`src/rtl/rect_fill_pkg.sv`:
```
package rect_fill_pkg;

    localparam logic [7:0] LEN_EXPECT  = 8'd4;
    localparam logic [7:0] ROP_PAINT   = 8'hF0;
    localparam int         CMD_WORDS   = 6;
    localparam int         HDR_RGB_BIT = 20;
    localparam int         HDR_A_BIT   = 21;

    typedef enum logic [1:0] {
        ST_COLLECT,
        ST_CHECK,
        ST_RUN
    } fill_state_t;

    typedef struct packed {
        logic [15:0] x1;
        logic [15:0] y1;
        logic [15:0] x2;
        logic [15:0] y2;
        logic [15:0] pitch;
        logic [31:0] base;
        logic [31:0] color;
        logic [1:0]  shift;
        logic        wr_rgb;
        logic        wr_alpha;
    } fill_cmd_t;

    function automatic logic depth_ok(input logic [1:0] code);
        return code != 2'd2;
    endfunction

    function automatic logic [1:0] depth_shift(input logic [1:0] code);
        return (code == 2'd3) ? 2'd2 : code;
    endfunction

endpackage

```
`src/rtl/fill_cmd_decode.sv`:
```
module fill_cmd_decode
    import rect_fill_pkg::*;
#(
    parameter int ROW_LIMIT  = 32768,
    parameter int LINE_LIMIT = 65536
) (
    input  logic [CMD_WORDS-1:0][31:0] words,
    output fill_cmd_t                  cmd,
    output logic                       reject,
    output logic                       empty
);
    logic [31:0] row_bytes;
    logic [31:0] lines;
    logic        fmt_bad;
    logic        size_bad;

    always_comb begin
        cmd.wr_rgb   = words[0][HDR_RGB_BIT];
        cmd.wr_alpha = words[0][HDR_A_BIT];
        cmd.shift    = depth_shift(words[1][25:24]);
        cmd.pitch    = words[1][15:0];
        cmd.x1       = words[2][15:0];
        cmd.y1       = words[2][31:16];
        cmd.x2       = words[3][15:0];
        cmd.y2       = words[3][31:16];
        cmd.base     = words[4];
        cmd.color    = words[5];

        empty     = (cmd.x1 >= cmd.x2) || (cmd.y1 >= cmd.y2);
        row_bytes = 32'(cmd.x2 - cmd.x1) << cmd.shift;
        lines     = 32'(cmd.y2 - cmd.y1);

        fmt_bad  = (words[0][7:0] != LEN_EXPECT)
                 || (words[1][23:16] != ROP_PAINT)
                 || !depth_ok(words[1][25:24])
                 || (cmd.base[1:0] != 2'b00)
                 || (cmd.pitch[1:0] != 2'b00);
        size_bad = !empty && ((row_bytes >= 32'(ROW_LIMIT)) || (lines >= 32'(LINE_LIMIT)));
        reject   = fmt_bad || size_bad;
    end
endmodule

```
`src/rtl/fill_lane_pack.sv`:
```
module fill_lane_pack (
    input  logic [1:0]  shift,
    input  logic [1:0]  lane,
    input  logic [31:0] color,
    input  logic        wr_rgb,
    input  logic        wr_alpha,
    output logic [3:0]  be,
    output logic [31:0] wdata
);
    always_comb begin
        case (shift)
            2'd0: begin
                be    = 4'b0001 << lane;
                wdata = {4{color[7:0]}};
            end
            2'd1: begin
                be    = lane[1] ? 4'b1100 : 4'b0011;
                wdata = {2{color[15:0]}};
            end
            default: begin
                be    = {wr_alpha, {3{wr_rgb}}};
                wdata = color;
            end
        endcase
    end
endmodule

```
`src/rtl/rect_fill_engine.sv`:
```
module rect_fill_engine
    import rect_fill_pkg::*;
#(
    parameter int ADDR_W     = 30,
    parameter int ROW_LIMIT  = 32768,
    parameter int LINE_LIMIT = 65536
) (
    input  logic              clk,
    input  logic              rst,
    input  logic              cmd_valid,
    output logic              cmd_ready,
    input  logic [31:0]       cmd_data,
    output logic              mem_req,
    output logic [ADDR_W-1:0] mem_addr,
    output logic [31:0]       mem_wdata,
    output logic [3:0]        mem_be,
    input  logic              mem_ack,
    output logic              busy,
    output logic              done,
    output logic              err
);
    localparam int CNT_W = $clog2(CMD_WORDS);

    fill_state_t                state;
    logic [CNT_W-1:0]           wcnt;
    logic [CMD_WORDS-1:0][31:0] words;
    fill_cmd_t                  dec_cmd;
    fill_cmd_t                  cmd_q;
    logic                       dec_reject;
    logic                       dec_empty;
    logic [31:0]                row_addr;
    logic [31:0]                xoff;
    logic [31:0]                byte_addr;
    logic [15:0]                cur_x;
    logic [15:0]                cur_y;
    logic                       row_end;
    logic                       last_px;

    fill_cmd_decode #(.ROW_LIMIT(ROW_LIMIT), .LINE_LIMIT(LINE_LIMIT)) u_dec (
        .words  (words),
        .cmd    (dec_cmd),
        .reject (dec_reject),
        .empty  (dec_empty)
    );

    assign byte_addr = row_addr + xoff;

    fill_lane_pack u_pack (
        .shift    (cmd_q.shift),
        .lane     (byte_addr[1:0]),
        .color    (cmd_q.color),
        .wr_rgb   (cmd_q.wr_rgb),
        .wr_alpha (cmd_q.wr_alpha),
        .be       (mem_be),
        .wdata    (mem_wdata)
    );

    assign cmd_ready = (state == ST_COLLECT);
    assign busy      = (state != ST_COLLECT) || (wcnt != '0);
    assign mem_req   = (state == ST_RUN);
    assign mem_addr  = byte_addr[ADDR_W+1:2];
    assign row_end   = (cur_x + 16'd1) == cmd_q.x2;
    assign last_px   = row_end && ((cur_y + 16'd1) == cmd_q.y2);

    always_ff @(posedge clk) begin
        if (rst) begin
            state    <= ST_COLLECT;
            wcnt     <= '0;
            words    <= '0;
            cmd_q    <= '0;
            row_addr <= '0;
            xoff     <= '0;
            cur_x    <= '0;
            cur_y    <= '0;
            done     <= 1'b0;
            err      <= 1'b0;
        end else begin
            done <= 1'b0;
            err  <= 1'b0;
            case (state)
                ST_COLLECT: begin
                    if (cmd_valid) begin
                        words[wcnt] <= cmd_data;
                        if (wcnt == CNT_W'(CMD_WORDS - 1)) begin
                            wcnt  <= '0;
                            state <= ST_CHECK;
                        end else begin
                            wcnt <= wcnt + 1'b1;
                        end
                    end
                end
                ST_CHECK: begin
                    if (dec_reject) begin
                        done  <= 1'b1;
                        err   <= 1'b1;
                        state <= ST_COLLECT;
                    end else if (dec_empty) begin
                        done  <= 1'b1;
                        state <= ST_COLLECT;
                    end else begin
                        cmd_q    <= dec_cmd;
                        row_addr <= dec_cmd.base + dec_cmd.y1 * dec_cmd.pitch;
                        xoff     <= 32'(dec_cmd.x1) << dec_cmd.shift;
                        cur_x    <= dec_cmd.x1;
                        cur_y    <= dec_cmd.y1;
                        state    <= ST_RUN;
                    end
                end
                ST_RUN: begin
                    if (mem_ack) begin
                        if (last_px) begin
                            done  <= 1'b1;
                            state <= ST_COLLECT;
                        end else if (row_end) begin
                            cur_x    <= cmd_q.x1;
                            cur_y    <= cur_y + 16'd1;
                            row_addr <= row_addr + 32'(cmd_q.pitch);
                            xoff     <= 32'(cmd_q.x1) << cmd_q.shift;
                        end else begin
                            cur_x <= cur_x + 16'd1;
                            xoff  <= xoff + (32'd1 << cmd_q.shift);
                        end
                    end
                end
                default: state <= ST_COLLECT;
            endcase
        end
    end

    assert_req_hold_R12: assert property (@(posedge clk) disable iff (rst)
        (mem_req && !mem_ack) |=> (mem_req && $stable(mem_addr) && $stable(mem_be) && $stable(mem_wdata)));

    assert_done_pulse_R11: assert property (@(posedge clk) disable iff (rst)
        done |=> !done);

    assert_err_with_done_R11: assert property (@(posedge clk) disable iff (rst)
        err |-> (done && !busy));

    assert_req_in_busy_R11: assert property (@(posedge clk) disable iff (rst)
        mem_req |-> (busy && !cmd_ready));

    assert_reject_before_write_R7: assert property (@(posedge clk) disable iff (rst)
        err |-> $past(!mem_req));

    assert_single_lane_R6: assert property (@(posedge clk) disable iff (rst)
        (mem_req && cmd_q.shift == 2'd0) |-> $onehot(mem_be));

endmodule

```
`config.mk`:
```
export PLATFORM = sky130hd
export DESIGN_NAME = rect_fill_engine
export DESIGN_NICKNAME = d
export VERILOG_FILES = /design/src/rtl/rect_fill_pkg.sv /design/src/rtl/fill_cmd_decode.sv /design/src/rtl/fill_lane_pack.sv /design/src/rtl/rect_fill_engine.sv
export SDC_FILE = /design/constraint.sdc
export NUM_CORES = 2
export LEC_CHECK = 0
export BUFFER_PORTS_ARGS = -buffer_cell sky130_fd_sc_hd__buf_2
export CORE_ASPECT_RATIO = 1.1
export CORE_MARGIN = 4
export CORE_UTILIZATION = 37
export CTS_CLUSTER_SIZE = 25
export DETAILED_ROUTE_END_ITERATION = 7
export SYNTH_ARGS = -nofsm -noshare
export SYNTH_HDL_FRONTEND = slang
export SYNTH_SLANG_ARGS = --single-unit
```
`constraint.sdc`:
```
create_clock -name clk -period 8 [get_ports clk]
set_clock_uncertainty 0.1 [all_clocks]
set_input_delay 0 -clock clk [delete_from_list [all_inputs] [get_ports clk]]
set_output_delay 0 -clock clk [all_outputs]
set_load 0.02 [all_outputs]
```
== Yosys cells after proc, flatten, opt, wreduce, memory -nomap -nowiden ==
Index checks and enable logic that the tools add are counted.

* Flip-flop bits (word level): 395
* Bits in latches: 0
* Bits in writable memories: 0
* Bits in read-only memories: 0
* Logic and storage cells: 135
* Memories kept: 0

* Add/subtract/negate cells: 9
* $mul: 1
* Divide/modulo/power cells: 0
* $lt $le $gt $ge: 6
* Equal/unequal tests: 18
* Shifts and indexed selects: 5
* Multiplexer cells: 45
* Bitwise logic cells: 3
* Reduce and logical (&&, ||, !) cells: 26

{| class="wikitable"
|+ Operators with widths
! operator !! count
|-
| two-way mux 32 bit || 11
|-
| bitwise mux 192 bit || 1
|-
| one-hot mux 32 bit (2 select lines) || 3
|-
| two-way mux 16 bit || 10
|-
| adder 32 bit || 3
|-
| demux 32 bit (select 3 bit) || 1
|-
| one-hot mux 16 bit (2 select lines) || 2
|-
| left shift 16 x 2 -> 32 bit || 2
|-
| subtractor 16 x 16 -> 17 bit || 2
|-
| adder 16 x 1 -> 16 bit, second input constant || 2
|-
| adder 32 x 16 -> 32 bit || 1
|-
| equality test 16 bit || 2
|-
| greater-or-equal comparator 16 bit || 2
|-
| greater-or-equal comparator 32 x 16 -> 1 bit, second input constant || 1
|-
| greater-or-equal comparator 32 x 17 -> 1 bit, second input constant || 1
|-
| multiplier 16 x 16 -> 32 bit || 1
|-
| left shift 1 x 2 -> 32 bit, first input constant || 1
|-
| left shift 32 x 2 -> 32 bit || 1
|-
| two-way mux 2 bit || 7
|-
| != test 2 bit, second input constant || 5
|-
| logical OR 1 bit || 8
|-
| != test 2 x 1 -> 1 bit, second input constant || 4
|-
| != test 8 x 3 -> 1 bit, second input constant || 1
|-
| != test 8 bit, second input constant || 1
|-
| other kinds (25) || 40
|}

== Depth between registers and ports, before layout ==
* Word-level depth: 9
* Gate-level depth with buffers: 25
* Depth with buffers taken out: 24

== Hierarchy ==
Synthesis repeated with hierarchy kept, for this count alone.

* Cells, all modules: 4162
* Area, all modules: 32718.9 µm²

{| class="wikitable"
|+ By module, submodules not included
! module !! times used !! cells each !! area an instance (µm²) !! sequential area each (µm²)
|-
| rect_fill_engine || 1 || 3796 || 29913.7 || 7907.6
|-
| fill_cmd_decode || 1 || 304 || 2194.6 || 0.0
|-
| fill_lane_pack || 1 || 62 || 610.6 || 0.0
|}

== Worst setup path after synthesis ==
OpenSTA, ideal clock, no wires.

* Kind: register to register
* From: reg words[39] in the netlist's numbering
* To: reg row_addr[26]
* Data arrival time: 6317 ps
* Required time: 7809 ps
* Path slack: 1492 ps
* Stages on the path, launching flop included: 24
* Clock period less this slack: 6508 ps
* Cells stage by stage: dfxtp_1 -> clkbuf_1 -> clkbuf_1 -> nand2_1 -> fa_1 -> fa_1 -> inv_1 -> fa_1 -> fa_1 -> fa_1 -> inv_1 -> fa_1 -> inv_1 -> ha_1 -> a21o_1 -> a21o_1 -> a21o_1 -> or3_1 -> nor3_1 -> nor2_1 -> a311oi_1 -> xnor2_1 -> nand2_1 -> a311oi_1

* Cells in the longest elaborated chain, start to end: 5

{| class="wikitable"
|+ RTL lines
! what !! RTL line !! text
|-
| start: declaration || rect_fill_engine.sv:26 || <nowiki>logic [CMD_WORDS-1:0][31:0] words;</nowiki>
|-
| start signal: indexed assignment || rect_fill_engine.sv:83 || <nowiki>words[wcnt] <= cmd_data;</nowiki>
|-
| multiplier 16 x 16 -> 32 bit || rect_fill_engine.sv:102 || <nowiki>row_addr <= dec_cmd.base + dec_cmd.y1 * dec_cmd.pitch;</nowiki>
|-
| adder 32 bit || rect_fill_engine.sv:102 ||
|-
| two-way mux 32 bit || rect_fill_engine.sv:97 || <nowiki>end else if (dec_empty) begin</nowiki>
|-
| two-way mux 32 bit || rect_fill_engine.sv:93 || <nowiki>if (dec_reject) begin</nowiki>
|-
| one-hot mux 32 bit (2 select lines) || rect_fill_engine.sv:80 || <nowiki>case (state)</nowiki>
|-
| end signal: assignment || rect_fill_engine.sv:102 ||
|-
| end signal: assignment || rect_fill_engine.sv:117 || <nowiki>row_addr <= row_addr + 32'(cmd_q.pitch);</nowiki>
|-
| end: declaration || rect_fill_engine.sv:31 || <nowiki>logic [31:0] row_addr;</nowiki>
|}

Every way passes these cells. The select of a mux whose other input is x is not followed.
A chain may end at the register's enable or synchronous reset.

== Final worst setup path ==
* From: reg words[90] in the netlist's numbering
* To: reg row_addr[26]

* Cells in the longest elaborated chain, start to end: 7
* Elaborated cells between the ends (all ways): 16
* Classes of those cells: add/sub (2); mul (1); order compare (2); eq/ne (2); mux (3); reduce/logical (6)

{| class="wikitable"
|+ RTL lines
! what
|-
| branches (longest 7 deep; another with multiplier 16 x 16 -> 32 bit)
|}

Several ways; the timed one is not identified. The select of a mux whose other input is x is not followed.

==> impl_metrics.env <==
export IMPL_outcome="finished, final reports clean"
export IMPL_start_util=0.3726
export IMPL_seqPwrFrac=0.447
export IMPL_place_congestion=0.9073
export IMPL_dp_cells=4799
export IMPL_fin_cells=4913
export IMPL_ir_drop_mv=0.1450
export IMPL_dieArea_um2=85370
export IMPL_switchingPower_mw=1.182
export IMPL_synth_cell_area_um2=29880
export IMPL_cts_buffers=44
export IMPL_swShare=0.2751
export IMPL_hold_violations=0
export IMPL_wl_per_cell_um=19.03
export IMPL_drc=0
export IMPL_clockPowerShare=0.464
export IMPL_drv_slew=0
export IMPL_die_h_um=306.0
export IMPL_crit_path_start_kind="register"
export IMPL_grt_pass1_vias=25070
export IMPL_crit_arrival_ns=7.26
export IMPL_path_common_cell="fa_1"
export IMPL_worstHoldPathCells=4
export IMPL_fin_crit_ns=6.875
export IMPL_io_buffers=106
export IMPL_post_route_util=0.4106
export IMPL_tns_ns=0
export IMPL_htreeDepth=2
export IMPL_crit_path_top_delay_cell="dfxtp_1"
export IMPL_max_freq_mhz=145.4
export IMPL_nets=4278
export IMPL_grt_max_degree=200
export IMPL_cp_cell_sequence="nand2_1 > fa_1 > inv_1 > fa_1 > fa_1 > fa_1 > fa_1 > inv_1 > fa_1 > inv_1 > ha_1 > a21o_1 > a21o_1 > a21o_1 > or3_1 > nor3_1 > nor2_1 > a311oi_1 > xnor2_1 > nand2_1 > a311oi_1"
export IMPL_wl_mm=93.52
export IMPL_layout_commonest_cell="nand2_1"
export IMPL_layout_drive_gt1_share=0.06841
export IMPL_syn_nets=4281
export IMPL_core_um2=80190
export IMPL_comb_power_share=0.089
export IMPL_cts_tree="yes"
export IMPL_ys_warn_count=0
export IMPL_synth_seq_cells=367
export IMPL_critPathMaxStageDelay_ns=0.79
export IMPL_mostFrequentLayoutCells="nand2_1 (789), inv_1 (422), a21oi_1 (396), dfxtp_1 (365), fa_1 (229)"
export IMPL_area_growth_pct=10.21
export IMPL_syn_inst=3829
export IMPL_clk_pin_slew_ns=0.06
export IMPL_cts_resized=0
export IMPL_p_per_area_nw_per_um2=130.5
export IMPL_hold_path_class="in2reg"
export IMPL_antenna_found_initial=0
export IMPL_track_usage=0.2137
export IMPL_rsz0062_at_grt="no"
export IMPL_finalSetupViolations=0
export IMPL_grt_pass1_wl_mm=146.4
export IMPL_avgSynthCellArea_um2=7.803
export IMPL_drt_first_pass_iters=5
export IMPL_seq_area_um2=7350
export IMPL_cts_buffer_depth=3
export IMPL_worst_r2r_path_depth=21
export IMPL_cts_sinks=367
export IMPL_pin_count=107
export IMPL_p_total_mw=4.296
export IMPL_synth_seq_area_share=0.2459
export IMPL_routed_via_density=5.319
export IMPL_hpwlAfterDp_mm=68.70
export IMPL_clock_latency_ns=0.60
export IMPL_maxSlewHeadroom=0.1339
export IMPL_final_fill_count=8337
export IMPL_p_leak_nw=13.84
export IMPL_post_route_period_util=0.8594
export IMPL_drv_cap=0
export IMPL_overflow=0
export IMPL_internal_power_mw=3.114
export IMPL_ant_nets=0
export IMPL_multi_input_area_um2=20130
export IMPL_antennaDiodeCount=0
export IMPL_root_buffer="clkbuf_16"
export IMPL_cp_end_kind="register"
export IMPL_die_w_um=278.9
export IMPL_vias=26130
export IMPL_row_count=109
export IMPL_crit_path_max_fanout=18
export IMPL_drt_iter0_markers=2338
export IMPL_worstPathRequired_ns=8.39
export IMPL_synth_ff_type="dfxtp_1"
export IMPL_synth_edf_count=0
export IMPL_async_flop_share=0
export IMPL_max_slew_worst_pin_slew_ns=1.299
export IMPL_yosysUniqueCellTypes=80
export IMPL_crit_type="reg2reg"
==> kinds of logic (layout without fill, tap and decap cells) <==
logic type                 count (synthesis)  after routing  synth area share
and+or+nand+nor                         1372           1372            0.2064
AOI/OAI and AO/OA                        818            818            0.1646
buffers and inverters                    641            671           0.08250
adders and majority gates                416            416            0.2317
DFF                                      367            367            0.2459
xor gates and xnor gates                 123            123           0.03652
muxes                                     92             92           0.03237
==> synth_stat cells, drive strengths merged, types with 11 or more instances <==
cell    instances  area, um2
nand2         790       2965
inv           423       1588
a21oi         397       1987
dfxtp         367       7347
fa            229       4584
clkbuf        187      701.9
ha            187       2340
nor2          177      664.4
o21ai         137      685.7
and2          128      800.8
xnor2          83      727.0
a211oi         79      593.1
nor3           65      336.6
mux2i          64      640.6
a21o           47      352.8
nand3          47      235.2
xor2           39      341.6
buf            30      171.4
mux2           27      304.0
and3           23      143.9
nand2b         23      143.9
nand4          22      152.7
o211ai         20      150.1
a31oi          19      118.9
nor2b          16      100.1
nor4           16      115.1
nand4b         12      105.1
o21bai         12      90.09
or3            11      68.82
==> power groups by stage <==
stage          sequential [mW]  clock, mW  combinational [mW]
5_1_grt                   1.92       2.11               0.418
3_3_place_gp              1.96          0               0.365
4_1_cts                   1.92       2.03               0.381
6_report                  1.92       1.99               0.383
2_1_floorplan             1.92          0               0.256
3_5_place_dp              1.96          0               0.366
==> flip-flops by register name, indices dropped and copies added (netlist names) <==
register,flops
cmd_q,100
cur_y,16
words,164
state,2
wcnt,3
cur_x,16
row_addr,32
xoff,32
done,1
err,1
==> cell type report <==
cell class	instances	area share
timing repair buffer	168	0.03359
inverter	424	0.04833
clock buffer	64	0.03754
multi-input combinational	2821	0.6114
tap	1054	0.04005
clock inverter	15	0.005852
sequential	367	0.2232
==> metal layers <==
| metal | up-vias | GRT usage | wire length, um | part of all wire |
|---|---|---|---|---|
| li1 | 12640 | - | - | - |
| met1 | 12650 | 0.3050 | 42900 | 0.46 |
| met2 | 707 | 0.3445 | 42830 | 0.46 |
| met3 | 132 | 0.02665 | 5377 | 0.057 |
| met4 | 0 | 0.05435 | 2406 | 0.026 |
| met5 | - | 0 | 0 | 0 |
==> repair_timing <==
| item | CTS | global route |
|---|---|---|
| hold endpoints to repair | 254 | 0 |
| setup buffers | 0 | 0 |
| hold buffers | 35 | 0 |
==> worst max-delay path: cells and delay by family, from the launching register on <==
family	cells	cell delay [ns]
and+or+nand+nor	5	0.90
buffers and inverters	3	0.17
AOI/OAI and AO/OA	5	1.16
adders and majority gates	7	3.51
DFF	1	0.79
xor gates and xnor gates	1	0.15
==> worst paths after layout <==
kind	startpoint	endpoint	slack, ns
worst max-delay path	words[90]	row_addr[26]	1.12
worst min-delay path	cmd_data[28]	words[188]	0.16
worst min register to register	words[178]	words[178]	0.35
worst max register to register	words[90]	row_addr[26]	1.12
==> through the flow <==
| stage | setup WS (ns) | hold slack [ns] | instance area, um2 |
|---|---|---|---|
| finish | 1.125 | 0.1613 | 32930 |
| global route | 0.7057 | 0.1703 | 32930 |
| CTS | 1.113 | 0.1430 | 32930 |
| detailed placement | 1.149 | 0.2315 | 31150 |
| global placement | 1.199 | 0.2200 | 31150 |
| floorplan | 1.492 | 0.03596 | 29880 |
Note: power is estimated with default switching activity, not from simulation.
